<file path="src/rtl/tick_gen_pkg.sv">
package tick_gen_pkg;
  localparam int unsigned TG_NUM_CH    = 5;
  localparam int unsigned TG_NUM_GRP   = 2;
  localparam int unsigned TG_GRP_SPLIT = 2;
  localparam int unsigned TG_PRESC_W   = 8;
  localparam int unsigned TG_MUX_W     = 4;

  function automatic int unsigned grp_of(int unsigned ch, int unsigned split);
    return (ch < split) ? 0 : 1;
  endfunction
endpackage

</file>
<file path="src/rtl/tg_presc.sv">
module tg_presc #(
  parameter int unsigned W = 8
) (
  input  logic         clk_i,
  input  logic         rst_ni,
  input  logic         restart_i,
  input  logic [W-1:0] val_i,
  output logic         tick_o
);
  logic [W-1:0] cnt_q;

  assign tick_o = (cnt_q == val_i);

  always_ff @(posedge clk_i or negedge rst_ni) begin
    if (!rst_ni)        cnt_q <= '0;
    else if (restart_i) cnt_q <= '0;
    else if (tick_o)    cnt_q <= '0;
    else                cnt_q <= cnt_q + 1'b1;
  end
endmodule

</file>
<file path="src/rtl/tg_ext_edge.sv">
module tg_ext_edge (
  input  logic clk_i,
  input  logic rst_ni,
  input  logic ext_i,
  output logic edge_o
);
  logic [2:0] sync_q;

  always_ff @(posedge clk_i or negedge rst_ni) begin
    if (!rst_ni) sync_q <= '0;
    else         sync_q <= {sync_q[1:0], ext_i};
  end

  assign edge_o = sync_q[1] & ~sync_q[2];
endmodule

</file>
<file path="src/rtl/tg_chan_div.sv">
module tg_chan_div #(
  parameter int unsigned              MUX_W    = 4,
  parameter int unsigned              DIV_BASE = 0,
  parameter logic [(1<<MUX_W)-1:0]    EXT_MASK = '0
) (
  input  logic             clk_i,
  input  logic             rst_ni,
  input  logic             restart_i,
  input  logic [MUX_W-1:0] code_i,
  input  logic             presc_tick_i,
  input  logic             ext_edge_i,
  output logic             tick_o
);
  localparam int unsigned DCW = (1 << MUX_W) - 1 + DIV_BASE;

  logic [DCW-1:0]   dcnt_q;
  logic [DCW-1:0]   mask;
  logic [MUX_W:0]   k;
  logic             is_ext;
  logic             div_hit;

  assign k       = {1'b0, code_i} + (MUX_W+1)'(DIV_BASE);
  // shift past the top leaves all ones: full-width divide
  assign mask    = ~({DCW{1'b1}} << k);
  assign is_ext  = EXT_MASK[code_i];
  assign div_hit = presc_tick_i && ((dcnt_q & mask) == mask);

  always_ff @(posedge clk_i or negedge rst_ni) begin
    if (!rst_ni) begin
      dcnt_q <= '0;
      tick_o <= 1'b0;
    end else if (restart_i) begin
      dcnt_q <= '0;
      tick_o <= 1'b0;
    end else begin
      if (presc_tick_i) dcnt_q <= dcnt_q + 1'b1;
      tick_o <= is_ext ? ext_edge_i : div_hit;
    end
  end
endmodule

</file>
<file path="src/rtl/tick_gen.sv">
module tick_gen
  import tick_gen_pkg::*;
#(
  parameter int unsigned NUM_CH    = TG_NUM_CH,
  parameter int unsigned GRP_SPLIT = TG_GRP_SPLIT,
  parameter int unsigned PRESC_W   = TG_PRESC_W,
  parameter int unsigned MUX_W     = TG_MUX_W,
  parameter int unsigned DIV_BASE  = 0,
  parameter logic [(1<<MUX_W)-1:0] EXT_MASK = 16'h0010
) (
  input  logic                          clk_i,
  input  logic                          rst_ni,
  input  logic [TG_NUM_GRP*PRESC_W-1:0] presc_cfg_i,
  input  logic [NUM_CH*MUX_W-1:0]       mux_cfg_i,
  input  logic [TG_NUM_GRP-1:0]         ext_clk_i,
  output logic [NUM_CH-1:0]             tick_o
);
  localparam int unsigned NUM_GRP = TG_NUM_GRP;

  logic [NUM_GRP-1:0][PRESC_W-1:0] presc_q;
  logic [NUM_CH-1:0][MUX_W-1:0]    mux_q;
  logic [NUM_GRP-1:0]              grp_chg;
  logic [NUM_GRP-1:0]              presc_tick;
  logic [NUM_GRP-1:0]              ext_edge;
  logic [NUM_CH-1:0]               mux_chg;

  for (genvar g = 0; g < NUM_GRP; g++) begin : g_grp
    assign grp_chg[g] = presc_cfg_i[g*PRESC_W +: PRESC_W] != presc_q[g];

    always_ff @(posedge clk_i or negedge rst_ni) begin
      if (!rst_ni) presc_q[g] <= '0;
      else         presc_q[g] <= presc_cfg_i[g*PRESC_W +: PRESC_W];
    end

    tg_presc #(.W(PRESC_W)) u_presc (
      .clk_i     (clk_i),
      .rst_ni    (rst_ni),
      .restart_i (grp_chg[g]),
      .val_i     (presc_q[g]),
      .tick_o    (presc_tick[g])
    );

    tg_ext_edge u_ext (
      .clk_i  (clk_i),
      .rst_ni (rst_ni),
      .ext_i  (ext_clk_i[g]),
      .edge_o (ext_edge[g])
    );
  end

  for (genvar c = 0; c < NUM_CH; c++) begin : g_ch
    localparam int unsigned G = grp_of(c, GRP_SPLIT);

    assign mux_chg[c] = mux_cfg_i[c*MUX_W +: MUX_W] != mux_q[c];

    always_ff @(posedge clk_i or negedge rst_ni) begin
      if (!rst_ni) mux_q[c] <= '0;
      else         mux_q[c] <= mux_cfg_i[c*MUX_W +: MUX_W];
    end

    tg_chan_div #(
      .MUX_W    (MUX_W),
      .DIV_BASE (DIV_BASE),
      .EXT_MASK (EXT_MASK)
    ) u_div (
      .clk_i        (clk_i),
      .rst_ni       (rst_ni),
      .restart_i    (mux_chg[c] | grp_chg[G]),
      .code_i       (mux_q[c]),
      .presc_tick_i (presc_tick[G]),
      .ext_edge_i   (ext_edge[G]),
      .tick_o       (tick_o[c])
    );
  end
endmodule

</file>
<file path="config.mk">
export PLATFORM = sky130hd
export DESIGN_NAME = tick_gen
export DESIGN_NICKNAME = d
export VERILOG_FILES = /design/src/rtl/tick_gen_pkg.sv /design/src/rtl/tg_presc.sv /design/src/rtl/tg_ext_edge.sv /design/src/rtl/tg_chan_div.sv /design/src/rtl/tick_gen.sv
export SDC_FILE = /design/constraint.sdc
export NUM_CORES = 1
export LEC_CHECK = 0
export BUFFER_PORTS_ARGS = -buffer_cell sky130_fd_sc_hd__buf_4
export CAP_MARGIN = 20
export CORE_MARGIN = 8
export CORE_UTILIZATION = 40
export CTS_CLUSTER_DIAMETER = 50
export CTS_CLUSTER_SIZE = 12
export DETAILED_ROUTE_END_ITERATION = 10
export PLACE_DENSITY_LB_ADDON = 0.2
export SYNTH_ARGS = -nofsm -noshare
export SYNTH_HDL_FRONTEND = slang
export SYNTH_SLANG_ARGS = --single-unit
</file>
<file path="constraint.sdc">
create_clock -name clk_i -period 2.8 [get_ports clk_i]
set_input_delay 0.56 -clock clk_i [delete_from_list [all_inputs] [get_ports clk_i]]
set_output_delay 0.56 -clock clk_i [all_outputs]
set_load 0.02 [all_outputs]
</file>
==> Word level (Yosys, flattened, before mapping) <==
Memory sizes are Yosys's and may differ from the RTL's.
Cells that the tools add are included.
{ "totals": {"elab_cells": 115, "input_bits": 40, "n_memories": 5, "ramBits": 0, "regBits": 138, "latch_bits": 0, "romBits": 80} }
{ "mem_list": {"columns": ["memory", "depth", "width", "rd", "rd_ports_with_merged_regs", "write_ports", "line", "source"], "rows": [
  ["(no name shown)", 16, 1, 1, 0, 0, "tg_chan_div.sv:25", "assign is_ext = EXT_MASK[code_i];"],
  ["(no name shown)", 16, 1, 1, 0, 0, "tg_chan_div.sv:25", null],
  ["(no name shown)", 16, 1, 1, 0, 0, "tg_chan_div.sv:25", null],
  ["(no name shown)", 16, 1, 1, 0, 0, "tg_chan_div.sv:25", null],
  ["(no name shown)", 16, 1, 1, 0, 0, "tg_chan_div.sv:25", null]
]} }
{ "op_classes": {"n_eq_ne": 14, "magnitude_cmp": 5, "mux": 29, "shifts": 5, "mul": 0, "addsub": 7, "div": 0, "n_reduce_logical": 10, "bitwise": 19} }
{ "ops": {"columns": ["operator", "n"], "rows": [
  ["$mux 15", 10],
  ["$add 15x1->15 const B", 5],
  ["$and 15x15->15", 5],
  ["$eq 15x15->1", 5],
  ["$not 15->15", 5],
  ["$shl 15x4->15 const A", 5],
  ["$mux 8", 4],
  ["$lt 4x5->1 const B", 5],
  ["$ne 4x4->1", 5],
  ["$add 8x1->8 const B", 2],
  ["$eq 8x8->1", 2],
  ["$ne 8x8->1", 2],
  ["$mux 1", 15],
  ["$reduce_bool 2->1", 5],
  ["$logic_and 1x1->1", 5],
  ["$or 1x1->1", 5],
  ["$and 1x1->1", 2],
  ["$not 1->1", 2]
]} }

==> Depth between registers and ports, before layout <==
{ "logic_depth": {"word_depth": 7, "mapped_depth": 6, "mapped_depth_nobuf": 6} }

==> Cells and area by module <==
A second synthesis with hierarchy kept.
{ "hier_totals": {"hier_cells": 725, "area_unflattened_um2": 7472.2} }
{ "modules_own_cells": {"columns": ["mod", "cells_per_inst", "n_inst", "area_each_um2"], "rows": [
  ["tg_chan_div", 107, 5, 989.7],
  ["tick_gen", 88, 1, 1317.5],
  ["tg_presc", 47, 2, 514.2],
  ["tg_ext_edge", 4, 2, 88.8]
]} }

==> Least setup slack after synthesis <==
Ideal clock, no wire load.
{ "synth_path": {"path_kind": "reg-to-reg", "start": "reg g_grp[0].u_presc.cnt_q[2]", "end": "reg g_ch[1].u_div.tick_o", "arrival_time_ns": 2.002, "path_stages_with_launch": 6, "synth_period_minus_slack_ns": 2.096, "required_ns": 2.706, "path_buffers": 0, "setup_slack_ns": 0.704, "cell_sequence": "dfrtp_1 xor2_1 nor4_4 nand2_2 or4_1 a221oi_2"} }
{ "synth_via": {"elab_chain_len": 4} }
{ "synth_lines": {"columns": ["element", "line", "source"], "rows": [
  ["start, declared", "tg_presc.sv:10", "logic [W-1:0] cnt_q;"],
  ["start signal, assigned", "tg_presc.sv:18", "else cnt_q <= cnt_q + 1'b1;"],
  ["$eq 8x8->1", "tg_presc.sv:12", "assign tick_o = (cnt_q == val_i);"],
  ["$logic_and 1x1->1", "tg_chan_div.sv:26", "assign div_hit = presc_tick_i && ((dcnt_q & mask) == mask);"],
  ["$mux 1", "tg_chan_div.sv:37", "tick_o <= is_ext ? ext_edge_i : div_hit;"],
  ["$mux 1", "tg_chan_div.sv:32", "end else if (restart_i) begin"],
  ["end signal, assigned", "tg_chan_div.sv:37", null],
  ["end, declared", "tg_chan_div.sv:12", "output logic tick_o"]
]} }
Every way passes these cells.
A chain may end at the register's enable or synchronous reset.

==> Worst setup path in the final report <==
{ "layout_path": {"start": "reg g_grp[1].u_presc.cnt_q[2]", "end": "reg g_ch[3].u_div.tick_o"} }
{ "layout_via": {"elab_chain_len": 4} }
{ "layout_lines": {"columns": ["element", "line"], "rows": [
  ["start, declared", "tg_presc.sv:10"],
  ["start signal, assigned", "tg_presc.sv:18"],
  ["$eq 8x8->1", "tg_presc.sv:12"],
  ["$logic_and 1x1->1", "tg_chan_div.sv:26"],
  ["$mux 1", "tg_chan_div.sv:37"],
  ["$mux 1", "tg_chan_div.sv:32"],
  ["end signal, assigned", "tg_chan_div.sv:37"],
  ["end, declared", "tg_chan_div.sv:12"]
]} }
Every way passes these cells.

==> qor.txt <==
Result of the run: finished clean
Cts bufs inserted: 17
Synth Warn #: 0
Synth cell types: 55
Cts repair resizes: 0
Post-CTS Hold Fix Bufs: 0
Number of global-route vias before repair: 5981
Initial Util: 0.406
Share of cells above drive strength 1: 0.126
CP Launch Type: flop
Critical Path AT: 2.72 ns
TritonCTS sink count: 138
Placed Area: 7890 sq um
Design area: 8480 sq um
Area taken by multi-input logic gates: 3530 sq um
Ys flop type: dfrtp_1
# diodes: 0
Port Buffers: 44
CTS H-tree lvls: 4
TritonRoute pass-1 iters: 5
Final hold vios: 0
Io pins: 45
DP Wirelength: 12300 um
WP buf/inv: 2
Worst-path maximum fanout: 8
Residual DRC: 0
R2R Setup Slk: 0.38 ns
Core area: 17900 sq um
Worst path required time: 3.10 ns
Synth top cells by count: dfrtp_1, nor2_1, xnor2_1, xor2_1, nand3_1
Worst-path clk slew: 0.06 ns
Clock skew: 0.00641 ns
DRT Wirelength: 17200 um
Die H: 151 um
Hold Path Class: input port to asynchronous set/reset pin
Slew Viols, Final: 0
Setup TNS: 0 ns
Root buffer cell: clkbuf_16
GRT Util Overall: 0.160
Register-to-Register Path Depth: 7
EDFF count, synth: 0
Final setup fails: 0
Total congestion overflow: 0
Max rail drop VDD: 436 uV
Post-synthesis async set-or-reset flop share: 1.00
Die W: 151 um
Synth area leader: dfrtp_1
Worst slew pin tran: 0.782 ns
Crit Reg-Reg Endpoint: g_ch[3].u_div.tick_o
Largest net degree at the start of global routing: 57
Max_cap viols: 0
Top cells by area, synth: dfrtp_1, xnor2_1, xor2_1
Synthesized flop and latch total: 138
GPL Wtd Cong: 0.890
FF/Latch Area: 3450 sq um
Mean Syn Cell Area: 9.46 sq um
CP endpoint kind: flop
Post-synthesis cell area: 7270 sq um
Tmin final: 2.42 ns
Count leader, synth: dfrtp_1
Initial antenna violation count: 0
FMAX: 0.413 GHz
Fillers: 1703
CTS tree: done
Die area: 22700 sq um
First-pass GRT wire length: 29300 um
CP delay by family, top: simple AND/OR/NAND/NOR gates
PwrDens: 534 nW/um^2
Final net count: 861
Routed vias: 5888
Fin crit share: 0.865
Total setup buffers inserted after CTS: 0
Placed cell count: 1024
Seq/Total Area, Yosys: 0.475
CP Cell Sequence: xnor2_1 -> nand4_1 -> buf_4 -> nor2_1 -> buf_4 -> nand4_1 -> a221oi_1
R2r startpoint: g_grp[1].u_presc.cnt_q[2]
Post-DR wirelength/cell: 16.3 um
RSZ-0062 raised after global routing: false
CP max-delay cell: dfrtp_1
Vias per Instance: 5.58
Synthesized instance count: 769
Slew headroom: 0.477
Synth top area share: 0.475
Area Overhead vs Synth: 16.6%
Iter 0 DRT Violations: 438
P_leak: 3.26 nW
Max incr delay on CP: 0.43 ns
Clock Path Buffers: 2
FP Rows: 49
Final Hold Slack: 0.102 ns
Cell Count, Final, Fillers Out: 1055
Worst Setup SP: g_grp[1].u_presc.cnt_q[2]
Critical path class: flop to flop
Final antenna-violating net count: 0
Clk_lat worst skew: 0.43 ns
Syn_nets: 816
worst reg2reg max path: stages, from the launching register on:
cell	delay, ns
dfrtp_1	0.43
xnor2_1	0.21
nand4_1	0.35
buf_4	0.30
nor2_1	0.30
buf_4	0.25
nand4_1	0.10
a221oi_1	0.38
layer usage:
layer  track usage  part of all wire
met2         0.241              0.45
met3        0.0394             0.050
met4        0.0619             0.014
met5             0                 0
met1         0.217              0.48
final cells by class:
| cell class | count | share of cell area |
|---|---|---|
| Multi-Input combinational cell | 560 | 0.416 |
| Sequential cell | 138 | 0.407 |
| Timing Repair Buffer | 64 | 0.0586 |
| Clock buffer | 20 | 0.0550 |
| Tap cell | 229 | 0.0338 |
| Inverter | 33 | 0.0146 |
| Clock inverter | 11 | 0.0143 |
logic make-up (layout without fill, tap and decap cells):
logic type,count (synthesis),count (layout),synth area share
xor+xnor,115,115,0.139
flops,138,138,0.475
mux,2,2,0.00275
simple gates,313,313,0.228
compound gates,123,123,0.104
buf+inv,71,128,0.0396
fa+ha+maj,7,7,0.0120
worst max path at each step:
| stage | cells after the start | to | slack, ns |
|---|---|---|---|
| 6_report | 7 | g_ch[3].u_div.tick_o | 0.38 |
| 5_1_grt | 7 | g_ch[3].u_div.tick_o | 0.21 |
| 4_1_cts | 5 | g_ch[2].u_div.tick_o | 0.40 |
| 3_5_place_dp | 6 | g_ch[2].u_div.tick_o | 0.11 |
| 3_3_place_gp | 6 | g_ch[2].u_div.tick_o | 0.14 |
| 2_1_floorplan | 5 | g_ch[1].u_div.tick_o | 0.70 |
through the flow:
stage	power (mW)	worst slack, ns	util
2_1_floorplan	2.21	0.704	-
3_3_place_gp	2.34	0.138	0.441
3_5_place_dp	2.34	0.115	0.441
4_1_cts	4.58	0.397	0.474
5_1_grt	4.70	0.207	0.474
6_report	4.53	0.378	0.474
report_power, final:
part | total, mW | switching, mW | internal [mW] | leakage (nW)
clock network | 2.23 | 0.857 | 1.37 | 0.276
registers | 2.08 | 0.0509 | 2.03 | 1.83
logic | 0.228 | 0.123 | 0.104 | 1.15
total | 4.53 | 1.03 | 3.50 | 3.26
sequential cells by signal, indices dropped and copies added (netlist names):
name	count
g_ch.u_div.dcnt_q	75
presc_q	16
g_grp.u_presc.cnt_q	16
mux_q	20
g_grp.u_ext.sync_q	6
g_ch.u_div.tick_o	5
placed cells by master, fill, tap and decap left out, types with 2 or more instances in the layout:
cell type   netlist  routed
nor3b_1           2       2
a211oi_1          3       3
o22ai_1           3       3
clkbuf_16         0      17
nand2b_1          6       6
a221oi_1          6       6
bufinv_16         0       2
mux2i_1           2       2
o211ai_1          3       3
and3_1           10      10
clkinvlp_4        0       5
xnor2_1          60      60
and2_1            5       5
nand3_1          41      41
xor2_1           55      55
ha_1              7       7
or2_2             3       3
a21boi_0          3       3
o221ai_1          2       2
nor4_1           27      27
a31oi_1           4       4
or4_1             8       8
nand2_1          37      37
nor4_4            2       2
clkinv_2          0       3
dfrtp_1         138     138
o21ai_0          38      38
clkbuf_8          0       3
inv_1            33      33
nor3_1           12      12
a21oi_1          38      38
nor2_1           89      89
or3_1            12      12
buf_4             5      62
and4_1            9       9
nand4_1          39      39
o31ai_1           7       7
nor4b_1           4       4
nor2b_1           4       4
No activity file was read; power rests on OpenSTA's default activity.
